==> config.mk <==
export PLATFORM = sky130hd
export DESIGN_NAME = pbus_seq
export DESIGN_NICKNAME = d
export VERILOG_FILES = /design/src/rtl/pbus_pkg.sv /design/src/rtl/pbus_phase_fsm.sv /design/src/rtl/pbus_data_fmt.sv /design/src/rtl/pbus_dc_delay.sv /design/src/rtl/pbus_seq.sv
export SDC_FILE = /design/constraint.sdc
export NUM_CORES = 1
export LEC_CHECK = 0
export BUFFER_PORTS_ARGS = -buffer_cell sky130_fd_sc_hd__buf_2
export CAP_MARGIN = 20
export CORE_MARGIN = 3
export CORE_UTILIZATION = 30
export DETAILED_ROUTE_END_ITERATION = 8
export PLACE_DENSITY = 0.59
export SETUP_SLACK_MARGIN = 0.5
export SLEW_MARGIN = 30
export SYNTH_ARGS = -nofsm -noshare
export SYNTH_HDL_FRONTEND = slang
export SYNTH_SLANG_ARGS = --single-unit
==> constraint.sdc <==
create_clock -name clk -period 3.02 [get_ports clk]
set_input_delay 0.755 -clock clk [delete_from_list [all_inputs] [get_ports clk]]
set_output_delay 0.755 -clock clk [all_outputs]
set_load 0.02 [all_outputs]
==> src/rtl/pbus_pkg.sv <==
package pbus_pkg;

   typedef enum logic [2:0] {
      PS_IDLE = 3'd0,
      PS_CMD  = 3'd1,
      PS_DUM  = 3'd2,
      PS_DAT  = 3'd3,
      PS_FIN  = 3'd4
   } pseq_state_e;

   // First enabled phase that follows 'cur'; FIN once none is left.
   function automatic pseq_state_e next_phase(pseq_state_e cur, logic [2:0] en);
      pseq_state_e nxt;
      nxt = PS_FIN;
      unique case (cur)
         PS_IDLE: nxt = en[0] ? PS_CMD : (en[1] ? PS_DUM : (en[2] ? PS_DAT : PS_FIN));
         PS_CMD:  nxt = en[1] ? PS_DUM : (en[2] ? PS_DAT : PS_FIN);
         PS_DUM:  nxt = en[2] ? PS_DAT : PS_FIN;
         default: nxt = PS_FIN;
      endcase
      return nxt;
   endfunction

endpackage

==> src/rtl/pbus_phase_fsm.sv <==
module pbus_phase_fsm
   import pbus_pkg::*;
#(
   parameter int CNT_W = 8
) (
   input  logic             clk,
   input  logic             rst_n,
   input  logic             start_i,
   input  logic             abort_i,
   input  logic [2:0]       en_live_i,
   input  logic [2:0]       en_q_i,
   input  logic [CNT_W-1:0] cmd_len_i,
   input  logic [CNT_W-1:0] dum_len_i,
   input  logic [CNT_W-1:0] dat_len_i,
   input  logic             stream_i,
   input  logic             s_valid_i,
   output pseq_state_e      state_o,
   output logic [CNT_W-1:0] cnt_o,
   output logic             half_o,
   output logic             dat_last_o
);

   pseq_state_e      state_q;
   logic [CNT_W-1:0] cnt_q;
   logic             half_q;

   assign dat_last_o = !stream_i && (cnt_q == dat_len_i);

   always_ff @(posedge clk or negedge rst_n) begin
      if (!rst_n) begin
         state_q <= PS_IDLE;
         cnt_q   <= '0;
         half_q  <= 1'b0;
      end else if (abort_i) begin
         state_q <= PS_IDLE;
         cnt_q   <= '0;
         half_q  <= 1'b0;
      end else begin
         unique case (state_q)
            PS_IDLE: begin
               if (start_i) state_q <= next_phase(PS_IDLE, en_live_i);
               cnt_q <= '0;
            end
            PS_CMD: begin
               if (cnt_q == cmd_len_i) begin
                  state_q <= next_phase(PS_CMD, en_q_i);
                  cnt_q   <= '0;
               end else begin
                  cnt_q <= cnt_q + 1'b1;
               end
            end
            PS_DUM: begin
               if (cnt_q == dum_len_i) begin
                  state_q <= next_phase(PS_DUM, en_q_i);
                  cnt_q   <= '0;
               end else begin
                  cnt_q <= cnt_q + 1'b1;
               end
            end
            PS_DAT: begin
               if (s_valid_i) half_q <= ~half_q;
               if (stream_i) begin
                  if (!s_valid_i) state_q <= PS_FIN;
               end else if (s_valid_i) begin
                  if (cnt_q == dat_len_i) begin
                     state_q <= PS_FIN;
                     cnt_q   <= '0;
                  end else begin
                     cnt_q <= cnt_q + 1'b1;
                  end
               end
            end
            default: begin
               state_q <= PS_IDLE;
               cnt_q   <= '0;
               half_q  <= 1'b0;
            end
         endcase
      end
   end

   assign state_o = state_q;
   assign cnt_o   = cnt_q;
   assign half_o  = half_q;

endmodule

==> src/rtl/pbus_data_fmt.sv <==
module pbus_data_fmt #(
   parameter int BUS_W = 16
) (
   input  logic [15:0]      word_i,
   input  logic             swap_i,
   input  logic             ord8_i,
   input  logic             rev_i,
   input  logic             half_i,
   output logic [BUS_W-1:0] bus_o,
   output logic             word_last_o
);

   logic [15:0]      swapped;
   logic [BUS_W-1:0] lane;
   logic [BUS_W-1:0] mirrored;

   assign swapped = swap_i ? {word_i[7:0], word_i[15:8]} : word_i;

   if (BUS_W == 16) begin : g_wide
      logic unused_narrow;
      assign unused_narrow = half_i ^ ord8_i;
      assign lane          = swapped;
      assign word_last_o   = 1'b1;
   end else begin : g_narrow
      assign lane        = (half_i ^ ord8_i) ? swapped[15:8] : swapped[7:0];
      assign word_last_o = half_i;
   end

   for (genvar b = 0; b < BUS_W; b++) begin : g_mirror
      assign mirrored[b] = lane[BUS_W-1-b];
   end

   assign bus_o = rev_i ? mirrored : lane;

endmodule

==> src/rtl/pbus_dc_delay.sv <==
module pbus_dc_delay #(
   parameter int DLY_MAX = 3,
   localparam int DLY_W = $clog2(DLY_MAX + 1)
) (
   input  logic             clk,
   input  logic             rst_n,
   input  logic             raw_i,
   input  logic [DLY_W-1:0] dly_i,
   output logic             dc_o
);

   logic [DLY_MAX-1:0] line_q;

   always_ff @(posedge clk or negedge rst_n) begin
      if (!rst_n) line_q <= '0;
      else        line_q <= {line_q[DLY_MAX-2:0], raw_i};
   end

   always_comb begin
      dc_o = raw_i;
      for (int i = 0; i < DLY_MAX; i++) begin
         if (dly_i == DLY_W'(i + 1)) dc_o = line_q[i];
      end
   end

endmodule

==> src/rtl/pbus_seq.sv <==
module pbus_seq
   import pbus_pkg::*;
#(
   parameter int BUS_W   = 16,
   parameter int CNT_W   = 8,
   parameter int DLY_MAX = 3
) (
   input  logic                             clk,
   input  logic                             rst_n,
   input  logic                             start_i,
   input  logic                             abort_i,
   input  logic [2:0]                       phase_en_i,
   input  logic [CNT_W-1:0]                 cmd_len_i,
   input  logic [CNT_W-1:0]                 dum_len_i,
   input  logic [CNT_W-1:0]                 dat_len_i,
   input  logic [31:0]                      cmd_word_i,
   input  logic [3:0]                       dc_lvl_i,
   input  logic [$clog2(DLY_MAX+1)-1:0]     dc_dly_i,
   input  logic                             stream_i,
   input  logic                             byte_swap_i,
   input  logic                             ord8_i,
   input  logic                             bit_rev_i,
   input  logic                             s_valid_i,
   input  logic [15:0]                      s_data_i,
   output logic                             s_ready_o,
   output logic [BUS_W-1:0]                 bus_o,
   output logic                             wr_o,
   output logic                             dc_o,
   output logic                             busy_o,
   output logic                             done_o
);

   localparam int NSL  = 32 / BUS_W;
   localparam int SL_W = $clog2(NSL);

   if (!(BUS_W == 8 || BUS_W == 16)) begin : g_bad_bus
      $error("pbus_seq: BUS_W must be 8 or 16");
   end
   if (CNT_W < SL_W) begin : g_bad_cnt
      $error("pbus_seq: CNT_W too small for command slicing");
   end
   if (DLY_MAX < 2) begin : g_bad_dly
      $error("pbus_seq: DLY_MAX must be at least 2");
   end

   // configuration snapshot taken on an accepted start
   logic [2:0]       en_q;
   logic [CNT_W-1:0] cmd_len_q, dum_len_q, dat_len_q;
   logic [31:0]      cmd_q;
   logic [3:0]       lvl_q;
   logic             stream_q, swap_q, ord8_q, rev_q;

   pseq_state_e      state;
   logic [CNT_W-1:0] cnt;
   logic             half, dat_last, word_last, accept, dc_raw;
   logic [BUS_W-1:0] data_word;
   logic [BUS_W-1:0] cmd_sl [NSL];

   assign accept = start_i && !abort_i && (state == PS_IDLE);

   always_ff @(posedge clk or negedge rst_n) begin
      if (!rst_n) begin
         en_q      <= '0;
         cmd_len_q <= '0;
         dum_len_q <= '0;
         dat_len_q <= '0;
         cmd_q     <= '0;
         lvl_q     <= '0;
         stream_q  <= 1'b0;
         swap_q    <= 1'b0;
         ord8_q    <= 1'b0;
         rev_q     <= 1'b0;
      end else if (accept) begin
         en_q      <= phase_en_i;
         cmd_len_q <= cmd_len_i;
         dum_len_q <= dum_len_i;
         dat_len_q <= dat_len_i;
         cmd_q     <= cmd_word_i;
         lvl_q     <= dc_lvl_i;
         stream_q  <= stream_i;
         swap_q    <= byte_swap_i;
         ord8_q    <= ord8_i;
         rev_q     <= bit_rev_i;
      end
   end

   pbus_phase_fsm #(.CNT_W(CNT_W)) i_fsm (
      .clk        (clk),
      .rst_n      (rst_n),
      .start_i    (accept),
      .abort_i    (abort_i),
      .en_live_i  (phase_en_i),
      .en_q_i     (en_q),
      .cmd_len_i  (cmd_len_q),
      .dum_len_i  (dum_len_q),
      .dat_len_i  (dat_len_q),
      .stream_i   (stream_q),
      .s_valid_i  (s_valid_i),
      .state_o    (state),
      .cnt_o      (cnt),
      .half_o     (half),
      .dat_last_o (dat_last)
   );

   pbus_data_fmt #(.BUS_W(BUS_W)) i_fmt (
      .word_i      (s_data_i),
      .swap_i      (swap_q),
      .ord8_i      (ord8_q),
      .rev_i       (rev_q),
      .half_i      (half),
      .bus_o       (data_word),
      .word_last_o (word_last)
   );

   for (genvar k = 0; k < NSL; k++) begin : g_cmd_slice
      assign cmd_sl[k] = cmd_q[k*BUS_W +: BUS_W];
   end

   always_comb begin
      bus_o  = '0;
      wr_o   = 1'b0;
      dc_raw = dc_lvl_i[0];
      unique case (state)
         PS_CMD: begin
            bus_o  = cmd_sl[cnt[SL_W-1:0]];
            wr_o   = 1'b1;
            dc_raw = lvl_q[1];
         end
         PS_DUM: begin
            wr_o   = 1'b1;
            dc_raw = lvl_q[2];
         end
         PS_DAT: begin
            bus_o  = data_word;
            wr_o   = s_valid_i;
            dc_raw = lvl_q[3];
         end
         default: ;
      endcase
   end

   assign s_ready_o = (state == PS_DAT) && s_valid_i && (word_last || dat_last);
   assign busy_o    = (state != PS_IDLE);
   assign done_o    = (state == PS_FIN);

   pbus_dc_delay #(.DLY_MAX(DLY_MAX)) i_dcdly (
      .clk   (clk),
      .rst_n (rst_n),
      .raw_i (dc_raw),
      .dly_i (dc_dly_i),
      .dc_o  (dc_o)
   );

endmodule

==> results_dict.tcl <==
set metrics [dict create \
    peakVddDrop_uv 420 \
    numPortBuffers 109 \
    hold_viol 0 \
    placed_area_sq_um 5160 \
    initial_core_util_pct 30.8 \
    grt_max_degree 79 \
    start_kind "register" \
    tritoncts "done" \
    ys_seq_area_share_pct 43.3 \
    fmax_mhz 370 \
    overflow 0 \
    crit_path_max_fanout 4 \
    firstDrtPassIters 4 \
    min_path_type "register to register" \
    yosysTopAreaCellShare_pct 43.3 \
    synth-seq-cells 78 \
    maxCapViolCount 0 \
    reg2reg_slack_ns 0.69 \
    worstSkewPairLatency_ns 0.34 \
    crit_required_ns 2.26 \
    comb_power_share_pct 47.0 \
    cts_buffers 9 \
    yosys.area.top_type "dfrtp_1" \
    die_y_um 129 \
    cp_data_arrival_time_ns 1.95 \
    ys_warn_count 0 \
    power_switching_mw 2.04 \
    setup_viol 0 \
    cp-startpoint "i_fsm.state_o[0]" \
    grt_pass1_vias 3536 \
    grtUsageMet3_pct 4.44 \
    synth_cell_type_count 46 \
    p_int_mw 3.72 \
    utilization_pct 39.6 \
    async_reset_ff_share_pct 100 \
    grt_pass1_wl_um 18500 \
    io_pins 111 \
    fp.dieW_um 129 \
    grt_usage_pct 14.3 \
    placed_cells 644 \
    diodes 0 \
    fin_area_sq_um 5800 \
    dieArea_sq_um 16500 \
    wl_per_cell_um 17.3 \
    power_mw 5.76 \
    timing.critical_path.to_type "primary output" \
    busiest_layer "met2" \
    initialDrtViolationCount 140 \
    grt_use_met1_pct 17.4 \
    swShare_pct 35.5 \
    maxSlewHeadroom_pct 50.4 \
    viasPerCell 4.92 \
    endpoint "dc_o" \
    pwr-share-clk_pct 19.1 \
    synth_area_per_cell_sq_um 12.2 \
    layout.nets 573 \
    outcome "complete, no violations" \
    syn_area_sq_um 4510 \
    wl_um 11600 \
    reg2reg_from "i_fsm.state_o[2]" \
    clockBufferDepth 2 \
    gp_congestion 0.789 \
    area_growth_pct 28.5 \
    layout_commonest_cell "buf_2" \
    reg2reg_depth 5 \
    final_cell_mix "buf_2, dfrtp_1, mux2_4" \
    worst_pin_slew_ns 0.740 \
    grt_use_met2_pct 24.3 \
    cellLeakagePower_nw 2.79 \
    synthTopCellsByArea "dfrtp_1, mux2_4, mux2i_1" \
    vias 3303 \
    setup_slack_ns 0.314 \
    finalSetupTns_ns 0 \
    reg2reg_to "cmd_q[10]" \
    ctsHoldBuffers 0 \
    pwr-share-seq_pct 33.9 \
    preCtsSetupSlack_ns 0.422 \
    cts-root-buf "clkbuf_16" \
    antenna_found_initial 0 \
    postSynthCellCount 370 \
    dp_hpwl_um 7990 \
    drc 0 \
    path_class "register to primary output" \
    syn_nets 461 \
    path_clk_slew_ns 0.06 \
    htree_levels 3 \
    clock_skew_ns 0.00668 \
    synth_flop_cell "dfrtp_1" \
    power_density_nw_per_um2 994 \
    core_sq_um 14600 \
    synth-edff-count 0 \
    num_rows 44 \
    period_needed_ns 2.71 \
    drive_gt1_share_pct 52.8 \
    cts_sinks 78 \
    rsz0062_at_grt "true" \
    period_share_pct 89.6 \
    stdcell_count 671 \
    ant_nets 0 \
    hold_ws_ns 0.375 \
    slew_viol_final 0 \
]
-- flip-flops by register name, indices dropped and copies added (netlist names), 2 cells and up --
signal	cells
cmd_len_q	8
cmd_q	32
dat_len_q	8
dum_len_q	8
en_q	2
i_dcdly.line_q	3
i_fsm.cnt_o	8
i_fsm.state_o	3
lvl_q	3
-- metal layers --
layer	vias to the layer above	routed length (um)
met5	-	0
met1	1605	4920
met4	0	246
met2	121	5780
li1	1556	-
met3	21	696
-- worst max-delay path, stage by stage (launching register included) --
cell and delay (ns):
dfrtp_2 0.39, mux2_2 0.35, a22oi_2 0.17, o21ai_2 0.08, mux4_2 0.47, buf_6 0.15
-- worst min path at each step --
stage                      start                 to  slack (ns)  cells past startpoint
5_1_grt        i_dcdly.line_q[0]  i_dcdly.line_q[1]        0.39                      0
3_5_place_dp   i_dcdly.line_q[0]  i_dcdly.line_q[1]        0.37                      0
3_3_place_gp   i_dcdly.line_q[0]  i_dcdly.line_q[1]        0.35                      0
2_1_floorplan  i_dcdly.line_q[0]  i_dcdly.line_q[1]        0.35                      0
4_1_cts        i_dcdly.line_q[0]  i_dcdly.line_q[1]        0.38                      0
6_report       i_dcdly.line_q[1]  i_dcdly.line_q[2]        0.37                      0
-- synthesized netlist by cell type (8+ instances only) --
master	instances
buf_2	8
nand2_1	19
o22ai_1	17
nor2_1	15
mux2_4	61
dfrtp_1	78
o21ai_0	17
xor2_1	26
nor4_1	8
clkbuf_1	9
mux2_2	13
a21oi_1	16
mux2i_1	24
-- power groups by stage --
stage / sequential, mW / combinational (mW) / clock, mW
after floorplan: 1.76 / 1.97 / 0
after global placement: 1.93 / 2.26 / 0
after detailed placement: 1.96 / 2.29 / 0
after CTS: 1.92 / 2.49 / 1.15
after global routing: 2.03 / 2.92 / 1.18
final: 1.95 / 2.71 / 1.10
-- timing repair --
action | 4_1_cts | 5_1_grt
gates resized for setup | 22 | 54
endpoints found under the setup margin | 17 | 17
pin swaps | 2 | 15
setup buffers | 10 | 1
-- logic make-up (layout without fill, tap and decap cells) --
logic type	after synthesis	after routing	synth area share, %
compound gates	59	59	7.57
xor+xnor	29	29	5.63
fa+ha+maj	1	1	0.277
buf+inv	31	148	5.32
flops	78	78	43.3
mux	99	99	29.4
simple gates	73	73	8.57
-- area by class of cell --
cell class,instances,area [sq um]
Sequential cell,78,1960
Timing Repair Buffer,129,787
Clock inverter,7,75.1
Multi-Input combinational cell,261,2500
Tap cell,184,230
Clock buffer,9,225
Inverter,3,11.3
Fill cell,1386,8850
Power figures use the tool's default switching activity.
